==> src/rtl/mcyc_ctrl_pkg.sv <==
package mcyc_ctrl_pkg;

  typedef enum logic [3:0] {
    S_FETCH  = 4'd0,
    S_DECODE = 4'd1,
    S_MADDR  = 4'd2,
    S_LDRD   = 4'd3,
    S_LDWB   = 4'd4,
    S_STWR   = 4'd5,
    S_REXE   = 4'd6,
    S_RWB    = 4'd7,
    S_BEQ    = 4'd8,
    S_JMP    = 4'd9
  } step_t;

  typedef struct packed {
    logic       pc_wr;
    logic       pc_wr_cond;
    logic       addr_data;
    logic       mem_rd;
    logic       mem_wr;
    logic       ir_wr;
    logic       wb_mem;
    logic       dst_rd;
    logic       reg_wr;
    logic       alu_a_reg;
    logic [1:0] alu_b_sel;
    logic [1:0] alu_fn;
    logic [1:0] pc_src;
  } ctl_t;

  localparam logic [1:0] B_REG   = 2'b00;
  localparam logic [1:0] B_FOUR  = 2'b01;
  localparam logic [1:0] B_IMM   = 2'b10;
  localparam logic [1:0] B_BROFF = 2'b11;

  localparam logic [1:0] FN_ADD  = 2'b00;
  localparam logic [1:0] FN_SUB  = 2'b01;
  localparam logic [1:0] FN_FUNC = 2'b10;

  localparam logic [1:0] PC_INC  = 2'b00;
  localparam logic [1:0] PC_BR   = 2'b01;
  localparam logic [1:0] PC_JMP  = 2'b10;

endpackage

==> src/rtl/mcyc_next.sv <==
module mcyc_next
  import mcyc_ctrl_pkg::*;
#(
  parameter int              OP_W  = 6,
  parameter logic [OP_W-1:0] LD_OP = 6'd35,
  parameter logic [OP_W-1:0] ST_OP = 6'd43,
  parameter logic [OP_W-1:0] RT_OP = 6'd0,
  parameter logic [OP_W-1:0] BR_OP = 6'd4,
  parameter logic [OP_W-1:0] JP_OP = 6'd2
) (
  input  step_t           cur,
  input  logic [OP_W-1:0] opcode,
  output step_t           nxt
);

  function automatic step_t after_decode(input logic [OP_W-1:0] op);
    if (op == LD_OP || op == ST_OP) return S_MADDR;
    if (op == RT_OP)                return S_REXE;
    if (op == BR_OP)                return S_BEQ;
    if (op == JP_OP)                return S_JMP;
    return S_FETCH;
  endfunction

  function automatic step_t after_addr(input logic [OP_W-1:0] op);
    return (op == LD_OP) ? S_LDRD : S_STWR;
  endfunction

  always_comb begin
    case (cur)
      S_FETCH:  nxt = S_DECODE;
      S_DECODE: nxt = after_decode(opcode);
      S_MADDR:  nxt = after_addr(opcode);
      S_LDRD:   nxt = S_LDWB;
      S_REXE:   nxt = S_RWB;
      default:  nxt = S_FETCH;
    endcase
  end

endmodule

==> src/rtl/mcyc_decode.sv <==
module mcyc_decode
  import mcyc_ctrl_pkg::*;
(
  input  step_t cur,
  output ctl_t  ctl
);

  always_comb begin
    ctl = '0;
    case (cur)
      S_FETCH: begin
        ctl.pc_wr     = 1'b1;
        ctl.mem_rd    = 1'b1;
        ctl.ir_wr     = 1'b1;
        ctl.alu_b_sel = B_FOUR;
        ctl.alu_fn    = FN_ADD;
        ctl.pc_src    = PC_INC;
      end
      S_DECODE: begin
        ctl.alu_b_sel = B_BROFF;
        ctl.alu_fn    = FN_ADD;
      end
      S_MADDR: begin
        ctl.alu_a_reg = 1'b1;
        ctl.alu_b_sel = B_IMM;
        ctl.alu_fn    = FN_ADD;
      end
      S_LDRD: begin
        ctl.addr_data = 1'b1;
        ctl.mem_rd    = 1'b1;
      end
      S_LDWB: begin
        ctl.reg_wr = 1'b1;
        ctl.wb_mem = 1'b1;
      end
      S_STWR: begin
        ctl.addr_data = 1'b1;
        ctl.mem_wr    = 1'b1;
      end
      S_REXE: begin
        ctl.alu_a_reg = 1'b1;
        ctl.alu_b_sel = B_REG;
        ctl.alu_fn    = FN_FUNC;
      end
      S_RWB: begin
        ctl.dst_rd = 1'b1;
        ctl.reg_wr = 1'b1;
      end
      S_BEQ: begin
        ctl.alu_a_reg  = 1'b1;
        ctl.alu_b_sel  = B_REG;
        ctl.alu_fn     = FN_SUB;
        ctl.pc_wr_cond = 1'b1;
        ctl.pc_src     = PC_BR;
      end
      S_JMP: begin
        ctl.pc_wr  = 1'b1;
        ctl.pc_src = PC_JMP;
      end
      default: ctl = '0;
    endcase
  end

endmodule

==> src/rtl/mcyc_ctrl.sv <==
module mcyc_ctrl
  import mcyc_ctrl_pkg::*;
#(
  parameter int              OP_W  = 6,
  parameter logic [OP_W-1:0] LD_OP = 6'd35,
  parameter logic [OP_W-1:0] ST_OP = 6'd43,
  parameter logic [OP_W-1:0] RT_OP = 6'd0,
  parameter logic [OP_W-1:0] BR_OP = 6'd4,
  parameter logic [OP_W-1:0] JP_OP = 6'd2
) (
  input  logic            clk,
  input  logic            rst_n,
  input  logic [OP_W-1:0] opcode,
  output logic            pc_wr,
  output logic            pc_wr_cond,
  output logic            addr_data,
  output logic            mem_rd,
  output logic            mem_wr,
  output logic            ir_wr,
  output logic            wb_mem,
  output logic            dst_rd,
  output logic            reg_wr,
  output logic            alu_a_reg,
  output logic [1:0]      alu_b_sel,
  output logic [1:0]      alu_fn,
  output logic [1:0]      pc_src
);

  step_t state_q;
  step_t state_d;
  ctl_t  ctl;

  mcyc_next #(
    .OP_W(OP_W), .LD_OP(LD_OP), .ST_OP(ST_OP),
    .RT_OP(RT_OP), .BR_OP(BR_OP), .JP_OP(JP_OP)
  ) next_i (
    .cur   (state_q),
    .opcode(opcode),
    .nxt   (state_d)
  );

  mcyc_decode decode_i (
    .cur(state_q),
    .ctl(ctl)
  );

  always_ff @(posedge clk or negedge rst_n) begin
    if (!rst_n) state_q <= S_FETCH;
    else        state_q <= state_d;
  end

  assign pc_wr      = ctl.pc_wr;
  assign pc_wr_cond = ctl.pc_wr_cond;
  assign addr_data  = ctl.addr_data;
  assign mem_rd     = ctl.mem_rd;
  assign mem_wr     = ctl.mem_wr;
  assign ir_wr      = ctl.ir_wr;
  assign wb_mem     = ctl.wb_mem;
  assign dst_rd     = ctl.dst_rd;
  assign reg_wr     = ctl.reg_wr;
  assign alu_a_reg  = ctl.alu_a_reg;
  assign alu_b_sel  = ctl.alu_b_sel;
  assign alu_fn     = ctl.alu_fn;
  assign pc_src     = ctl.pc_src;

  // Named events for the checks below
  logic fetch_ev;
  logic decode_ev;
  logic addr_ev;
  logic load_wb_ev;
  assign fetch_ev   = (state_q == S_FETCH);
  assign decode_ev  = (state_q == S_DECODE);
  assign addr_ev    = (state_q == S_MADDR);
  assign load_wb_ev = reg_wr && wb_mem;


  fetch_to_decode_chk: assert property (@(posedge clk) disable iff (!rst_n)
    fetch_ev |=> (decode_ev && alu_b_sel == B_BROFF));


  fetch_dual_write_chk: assert property (@(posedge clk) disable iff (!rst_n)
    ir_wr |-> (pc_wr && pc_src == PC_INC));


  load_wb_source_chk: assert property (@(posedge clk) disable iff (!rst_n)
    load_wb_ev |-> $past(mem_rd && addr_data));


  store_after_addr_chk: assert property (@(posedge clk) disable iff (!rst_n)
    mem_wr |-> $past(addr_ev));


  branch_return_chk: assert property (@(posedge clk) disable iff (!rst_n)
    pc_wr_cond |=> (ir_wr && !pc_wr_cond));


  jump_return_chk: assert property (@(posedge clk) disable iff (!rst_n)
    (pc_src == PC_JMP) |=> fetch_ev);


  mem_excl_chk: assert property (@(posedge clk) disable iff (!rst_n)
    !(mem_rd && mem_wr));


  wr_excl_chk: assert property (@(posedge clk) disable iff (!rst_n)
    !(reg_wr && pc_wr));

endmodule

==> config.mk <==
export PLATFORM = sky130hd
export DESIGN_NAME = mcyc_ctrl
export DESIGN_NICKNAME = d
export VERILOG_FILES = /design/src/rtl/mcyc_ctrl_pkg.sv /design/src/rtl/mcyc_next.sv /design/src/rtl/mcyc_decode.sv /design/src/rtl/mcyc_ctrl.sv
export SDC_FILE = /design/constraint.sdc
export NUM_CORES = 1
export LEC_CHECK = 0
export BUFFER_PORTS_ARGS = -buffer_cell sky130_fd_sc_hd__buf_4
export CORE_AREA = 8 8 45 47
export DETAILED_ROUTE_END_ITERATION = 7
export DIE_AREA = 0 0 53 55
export GPL_TIMING_DRIVEN = 0
export PLACE_DENSITY = 0.69
export SYNTH_ARGS = -nofsm -noshare
export SYNTH_HDL_FRONTEND = slang
export SYNTH_SLANG_ARGS = --single-unit
export TNS_END_PERCENT = 100
==> constraint.sdc <==
create_clock -name clk -period 2.4 [get_ports clk]
set_input_delay 0.36 -clock clk [delete_from_list [all_inputs] [get_ports clk]]
set_output_delay 0.36 -clock clk [all_outputs]
set_load 0.02 [all_outputs]
# Yosys cells after proc, flatten, opt, wreduce, memory -nomap -nowiden
# Index checks and enable logic that the tools add are counted.
# W data, S select, Z words.
# totals
reg_bits	4
output_inout_bits	16
wordCells	58
# classes
eq_ne	13
muxes	36
reduce_logical	8
# op_table
op	count
$pmux W4 S5	2
$mux W4	8
$mux W1	24
$eq A4 B3 Y1 const B	4
$eq A6 B6 Y1 const B	2
$eq A4 B2 Y1 const B	2
$eq A4 B4 Y1 const B	2
$reduce_or A2 Y1	4
$eq A6 B2 Y1 const B	1
$eq A6 B3 Y1 const B	1
$logic_not A6 Y1	1
$eq A4 B1 Y1 const B	1
$logic_not A4 Y1	1
$pmux W2 S2	1
$mux W3	1
$reduce_or A3 Y1	1
$logic_or A1 B1 Y1	1

# Longest topological paths before layout
# Gate-level depths: netlist of run 1.
# logic_depth
depth_word	18
ltp_mapped	4
ltp_nobuf	3

# Cells and area by module
# From an unflattened synthesis of run 1, not the netlist that was laid out.
# hier_totals
hier_cells	49
hier_area_um2	431.7
# by_module_without_submodules
module	n_inst	cells_each	area_per_inst_um2	seq_area_each_um2
mcyc_decode	1	25	197.7	0.0
mcyc_next	1	20	133.9	0.0
mcyc_ctrl	1	4	100.1	100.1

# Worst setup path before layout of run 1
# OpenSTA, ideal clock, no wires.
# synth_path
path_kind	register -> output
start	reg state_q[1]
end	out pc_src[0]
t_arrival_ps	1409
slack_ps	631
path_stages_with_launch	4
path_buffers	2
cell_sequence	dfrtp_1 buf_2 nor3_1 buf_4
# synth_between
elab_chain_len	2
# synth_rtl
element	line_no	text
start: declaration	mcyc_ctrl.sv:29	step_t state_q;
start signal: assignment	mcyc_ctrl.sv:49	else state_q <= state_d;
$eq A4 B4 Y1	mcyc_decode.sv:10	case (cur)
$pmux W2 S2 (*)	mcyc_decode.sv:10	
end: declaration	mcyc_ctrl.sv:26	output logic [1:0] pc_src
# Every way passes the cells marked *; elsewhere a longest branch is shown, timed or not.

# Worst setup path after layout of run 1
# layout_path
start	reg state_q[1]
end	out alu_a_reg
# layout_between
elab_chain_len	3
# layout_rtl
element	line_no	text
$eq A4 B2 Y1 (tied with other cells)	mcyc_decode.sv:10	
$reduce_or A3 Y1 (no line) (*)	--	
$mux W1 (*)	mcyc_decode.sv:10	
end: declaration	mcyc_ctrl.sv:23	output logic alu_a_reg,
# Marks and branches as above.

==> qor.csv, run 1 <==
stage,metric,value,unit
clocking,CTS tree,built,
flow_run,Max Cap Violations,0,
routing,WL final,1249,um
yosys,synth warn,0,
cells_and_area,Top reg by flops,state_q,
yosys,Synth Instances,52,
setup_path,crit path cell chain,"buf_2, mux2_2, nor2_1, buf_4",
die,die height,55,um
yosys,Mapped Nets,60,
power,Pwr Density,908.3,nW/um2
power,switching portion of total power,0.4620,
yosys,Synth Flop Type,dfrtp_1,
clocking,Setup Buffers After CTS,0,
global_route,vias in the first global route,479,
setup_path,critical path type,register to output pin,
clocking,Num CTS Buffers,3,
sta,post-route setup TNS,0,ns
sta,"Setup violations, final",0,
place,PortBufs,23,
sta,final hold vios,0,
clocking,Clock Latency Late Sink,0.24,ns
yosys,"Seq/Total Area, Yosys",0.2469,
die,Placeable Area,1384,um2
setup_path,WP buf/inv,2,
yosys,Cell variety after synth,26,
sta,Max Clk Rate,539.2,MHz
yosys,Synth Register Bits,4,
hold_path,worst min path class,input pin to register,
die,FP Rows,14,
outcome,status,finished clean,
cells_and_area,synth-to-layout area growth,55.56,%
power,clock power share,0.152,
yosys,Post-synth EDFFs,0,
yosys,"Cell Area, Synth",405.4,um2
yosys,syn_area_per_cell,7.796,um2
cells_and_area,share of cells above drive strength 1,0.4557,
setup_path,CP Launch Type,register,
sta,Worst Max-Slew Pin Slew,0.3566,ns
clocking,root buffer cell,clkbuf_4,
power,Gate power share,0.676,
sta,setup repair after global routing missed its margin,false,
die,Starting Density,0.2929,
die,die area,2915,um2
setup_path,"Req. time, crit path",2.04,ns
cells_and_area,max reg flops,4,
routing,Initial DRC Count,3,
yosys,asr flop ratio synth,1.000,
setup_path,WP data arrival,1.49,ns
setup_path,Top Family by Delay on Critical Path,flip-flops,
cells_and_area,post-route cell area,630.6,um2
global_route,first-pass GRT wire length,1849,um
clocking,PostCTS Resize Cnt,0,
routing,Vias/cell,5.074,
routing,routed via count,482,
power,VDD IR max,324.6,uV
place,Detail Placement HPWL,975,um
clocking,H-Tree Depth,1,
power,Leakage Power,0.0002922,uW
setup_path,Slowest cell on crit path,dfrtp_1,
setup_path,slowest cell delay on critical path,0.42,ns
clocking,# clock sinks,4,
routing,# DRC,0,
routing,1st-pass router iterations,3,
setup_path,crit path max fanout,10,
cells_and_area,top flop regs,state_q (4),
global_route,largest net degree at the start of global routing,11,
clocking,Bufs on Longest Clock Path,2,
power,Net Switching,264.6,uW
routing,"antenna viol nets, final",0,
cells_and_area,# nets final,89,
sta,worst hold slack,0.2945,ns
setup_path,Critical Path End Type,output pin,
sta,Slew HR,0.7601,
routing,WL per Instance,13.15,um
sta,Slew Limit Fails,0,
die,Die Width,53,um
global_route,Tot GR Track Use,0.08593,
sta,crit path time final,1.855,ns
die,Top Ports,24,
sta,Tcrit/Tclk final,0.7728,
power,register share of total power,0.172,
place,Placed Area,598.1,um2
clocking,"CTS clk-pin slew, worst paths",0.04,ns
global_route,grt ovf,0,
cells_and_area,FILL cells,151,
global_route,initial antenna violation count,0,
power,Internal,308.2,uW
cells_and_area,Antenna diodes,0,
sta,clk_skew,0.005549,ns
place,gpl congestion,0.7374,
clocking,hold buffers post-CTS,1,
per-layer routing:
layer  vias up  GRT usage  part of all wire
met1       221    0.08855              0.42
met4         0    0.05172            0.0096
met3         2    0.03743             0.050
met2        12     0.1426              0.52
met5         -          0                 0
li1        247          -                 -
worst register-to-register path, cell delays in order (launching register included):
cell,delay [ns]
dfrtp_1,0.41
nor4b_2,0.39
nand4_1,0.16
a221oi_2,0.24
per-stage QoR:
step	power, uW	worst slack [ns]	std cells	utilization
floorplan	344.5	0.6310	52	-
global placement	485.1	0.8106	91	0.4322
detailed placement	488.0	0.8034	91	0.4322
CTS	579.3	0.5417	95	0.4557
global route	617.8	0.4505	95	0.4557
finish	572.8	0.5453	95	0.4557
cell usage in the layout (no fill, tap or decap), types with 2 or more instances in the layout:
| cell type | n |
|---|---|
| clkbuf_4 | 3 |
| nand2_1 | 3 |
| buf_4 | 25 |
| a21oi_1 | 2 |
| nor3_1 | 9 |
| buf_2 | 3 |
| nand2b_1 | 2 |
| dfrtp_1 | 4 |
| nor4_1 | 2 |
| xnor2_1 | 2 |
| nor2_1 | 7 |
cell type report:
type | instances | area, um2 | area share
tap | 16 | 20.02 | 0.03175
sequential | 4 | 100.1 | 0.1587
multi-input combinational | 43 | 275.3 | 0.4365
buffer | 5 | 30.03 | 0.04762
timing repair buffer | 24 | 182.7 | 0.2897
clock buffer | 3 | 22.52 | 0.03571
worst paths after layout:
kind | from | endpoint | slack (ns) | cells past startpoint
max reg2reg | state_q[2] | state_q[0] | 1.11 | 3
min in group asynchronous | rst_n | state_q[0] | 0.44 | 2
max in group asynchronous | rst_n | state_q[1] | 1.85 | 2
min reg2reg | state_q[2] | state_q[3] | 0.62 | 3
max | state_q[1] | alu_a_reg | 0.55 | 4
min | opcode[4] | state_q[3] | 0.29 | 2
cell usage after synthesis, drive strengths merged, types with 2 or more instances:
master | instances | share of area
a21oi | 2 | 0.025
buf | 5 | 0.074
dfrtp | 4 | 0.25
nand2 | 3 | 0.028
nand2b | 3 | 0.052
nor2 | 7 | 0.065
nor3 | 9 | 0.11
nor4 | 2 | 0.031
xnor2 | 2 | 0.043
power groups by stage:
stage          Clock [uW]  Combinational [uW]  Sequential, uW
6_report             87.2                 387            98.5
5_1_grt              94.6                 422             101
4_1_cts              90.0                 391            98.7
3_5_place_dp            0                 388            99.5
3_3_place_gp            0                 386            99.0
2_1_floorplan           0                 249            95.5
kinds of logic (layout without fill, tap and decap cells):
group / Yosys count / in the layout / synth area share
xor+xnor: 3 / 3 / 0.06483
simple gates: 29 / 29 / 0.3951
flops: 4 / 4 / 0.2469
compound gates: 10 / 10 / 0.1914
mux: 1 / 1 / 0.02778
buf+inv: 5 / 32 / 0.07405
Power figures use the tool's default switching activity.
==> inputs of run 2 (changes only) <==
--- a/config.mk
+++ b/config.mk
@@ -5,12 +5,13 @@
 export SDC_FILE = /design/constraint.sdc
 export NUM_CORES = 1
 export LEC_CHECK = 0
+export ABC_AREA = 1
 export BUFFER_PORTS_ARGS = -buffer_cell sky130_fd_sc_hd__buf_4
 export CORE_AREA = 8 8 45 47
 export DETAILED_ROUTE_END_ITERATION = 7
 export DIE_AREA = 0 0 53 55
 export GPL_TIMING_DRIVEN = 0
-export PLACE_DENSITY = 0.69
+export PLACE_DENSITY = 0.71
 export SYNTH_ARGS = -nofsm -noshare
 export SYNTH_HDL_FRONTEND = slang
 export SYNTH_SLANG_ARGS = --single-unit
==> constraint.sdc (replaced) <==
create_clock -name clk -period 1.5 [get_ports clk]
set_input_delay 0.225 -clock clk [delete_from_list [all_inputs] [get_ports clk]]
set_output_delay 0.225 -clock clk [all_outputs]
set_load 0.02 [all_outputs]
==> run 2 against run 1 <==
Net effect: register-to-register slack got worse by 0.73 ns; clock-buffer cell count stayed put; hold slack better by 0.012 ns; largest cell class unchanged; largest power group unchanged; utilization is 5.8 points higher; total power grew 39%; worst setup slack lost 0.52 ns; die area did not move.
==> qor.csv, run 2 <==
stage,metric,value,unit
setup_path,CP Launch Type,register,
sta,worst hold slack,0.3062,ns
cells_and_area,Top reg by flops,state_q,
cells_and_area,max reg flops,4,
routing,WL final,1298,um
sta,setup repair after global routing missed its margin,true,
routing,routed via count,524,
yosys,cell accounting for the most synthesized area,dfrtp_1,
yosys,Synth Register Bits,4,
routing,Initial DRC Count,13,
clocking,H-Tree Depth,1,
cells_and_area,FILL cells,139,
yosys,Cell variety after synth,14,
yosys,"Cell Area, Synth",394.1,um2
setup_path,"Req. time, crit path",1.27,ns
global_route,first-pass GRT wire length,1876,um
routing,Metal-1 WL,503,um
cells_and_area,top flop regs,state_q (4),
yosys,largest family of logic cells by synthesized area,simple AND/OR/NAND/NOR gates,
yosys,asr flop ratio synth,1.000,
cells_and_area,Antenna diodes,0,
clocking,Bufs on Longest Clock Path,2,
clocking,"CTS clk-pin slew, worst paths",0.04,ns
yosys,Synth Flop Type,dfrtp_1,
yosys,"Seq/Total Area, Yosys",0.2540,
global_route,initial antenna violation count,0,
sta,fin worst setup slack,0.02390,ns
power,Leakage Power,0.0003724,uW
sta,clk_skew,0.001080,ns
place,PortBufs,23,
setup_path,critical path type,register to output pin,
setup_path,Critical Path End Type,output pin,
global_route,Tot GR Track Use,0.08653,
flow_run,Max Cap Violations,0,
clocking,# clock sinks,4,
power,VDD IR max,552.1,uV
routing,Top Metal Used,met3,
cells_and_area,# nets final,110,
die,Placeable Area,1384,um2
clocking,Clock Latency Late Sink,0.23,ns
yosys,mux cell area share after synthesis,0,
yosys,synth warn,0,
yosys,compound-cell area share of the yosys netlist,0.07302,
cells_and_area,synth-to-layout area growth,80.32,%
routing,Vias/cell,4.517,
sta,"Setup violations, final",0,
clocking,Num CTS Buffers,3,
place,Place WS,0.2009,ns
yosys,Post-synth EDFFs,0,
sta,Slew HR,0.8638,
yosys,Synth Instances,70,
routing,met3 routed WL,81,um
cells_and_area,"most common cell after layout, fill and taps aside",buf_4,
routing,"antenna viol nets, final",0,
place,Detail Placement HPWL,983.9,um
global_route,grt ovf,0,
setup_path,WP data arrival,1.25,ns
sta,Tcrit/Tclk final,0.9841,
global_route,vias in the first global route,504,
routing,WL per Instance,11.19,um
die,Top Ports,24,
yosys,"top cells by area, synth","dfrtp_1 25%, nand2_1 15%, nor2_1 15%",
yosys,syn_area_per_cell,5.630,um2
place,Placed Area,586.8,um2
die,Die Width,53,um
yosys,Mapped Nets,78,
sta,Max Clk Rate,677.5,MHz
yosys,share of the synthesized area in the top cell type,0.2540,
yosys,Synth Area in Simple Gates,0.5111,
die,die height,55,um
die,Starting Density,0.2848,
cells_and_area,post-route cell area,710.7,um2
routing,1st-pass router iterations,4,
yosys,xor-xnor portion of the synthesized cell area,0,
sta,Slew Limit Fails,0,
global_route,largest net degree at the start of global routing,6,
yosys,Adder-Cell Fraction of Synth Area,0,
yosys,"top cells by count, synth","16 x nand2_1, 16 x nor2_1, 14 x inv_1",
outcome,status,finished clean,
sta,final hold vios,0,
clocking,CTS tree,built,
clocking,root buffer cell,clkbuf_4,
place,gpl congestion,0.7418,
setup_path,crit path max fanout,4,
sta,crit path time final,1.476,ns
die,FP Rows,14,
routing,met2 wire length,713,um
die,die area,2915,um2
cells_and_area,most frequent cells in the layout,"24 x buf_4, 14 x nand2_1, 13 x nor2_1",
power,Pwr Density,1122,nW/um2
hold_path,worst min path class,input pin to register,
routing,# DRC,0,
cells_and_area,share of cells above drive strength 1,0.5000,
sta,Worst Max-Slew Pin Slew,0.2036,ns
-- run 2: cell types whose count changed in the layout (fill, tap and decap cells not counted), sizes merged, moves of 3 or more --
cell | before | now
nor3 | 9 | 0
inv | 0 | 15
nand2 | 3 | 17
nor2 | 7 | 20
nand3 | 0 | 4
nand4 | 1 | 4
nand2b | 3 | 0
-- run 2: logic make-up after synthesis --
group	Yosys count
AO/OA/AOI/OAI	5
buffers and inverters	16
flip-flops	4
AND/OR/NAND/NOR	45
-- run 2: layer usage --
layer,global-route usage,vias to the layer above
met5,0,-
met4,0.06466,0
met3,0.03209,0
met2,0.1582,17
met1,0.07645,233
li1,-,274
-- run 2: path summary, 6_finish.rpt --
check	start	endpoint	slack, ns	cells past startpoint
worst max-delay path	state_q[2]	pc_wr	0.02	4
worst min-delay path	opcode[4]	state_q[3]	0.31	4
worst max register to register	state_q[3]	state_q[2]	0.38	6
worst min register to register	state_q[2]	state_q[0]	0.71	3
max in group asynchronous	rst_n	state_q[1]	1.06	2
min in group asynchronous	rst_n	state_q[0]	0.33	2
-- run 2: timing repair --
action / 4_1_cts / 5_1_grt
setup endpoints to repair: 3 / 7
hold buffers: 1 / 0
buffers inserted: 1 / 2
endpoints found under the hold margin: 4 / 0
gates resized for setup: 6 / 17
pin swaps: 2 / 4
-- run 2: critical path: stages (launching register included) --
cell and delay [ns]:
dfrtp_1 0.41, nor2_2 0.19, nand2_1 0.14, o21ai_0 0.11
buf_4 0.17
-- run 2: final cells by class --
class,count,area [um2],area share
multi-input cells,50,285.3,0.4014
repair buffers,27,216.5,0.3046
flip-flops and latches,4,102.6,0.1444
inverters,15,56.30,0.07923
clock buffers,3,22.52,0.03169
well taps,16,20.02,0.02817
plain buffers,1,7.507,0.01056
-- run 2: power by group --
| group | switching [uW] | internal [uW] |
|---|---|---|
| clock | 38.4 | 89.1 |
| combinational | 307 | 196 |
| sequential | 37.4 | 129 |
| total | 383 | 415 |
-- run 2: metrics by stage --
stage | total power (uW) | instances | setup TNS (ns) | utilization
CTS | 747.9 | 114 | 0 | 0.4656
global placement | 585.5 | 109 | 0 | 0.4241
floorplan | 414.5 | 70 | 0 | -
detailed placement | 587.1 | 109 | 0 | 0.4241
global route | 860.4 | 116 | -0.1326 | 0.5136
finish | 797.4 | 116 | 0 | 0.5136
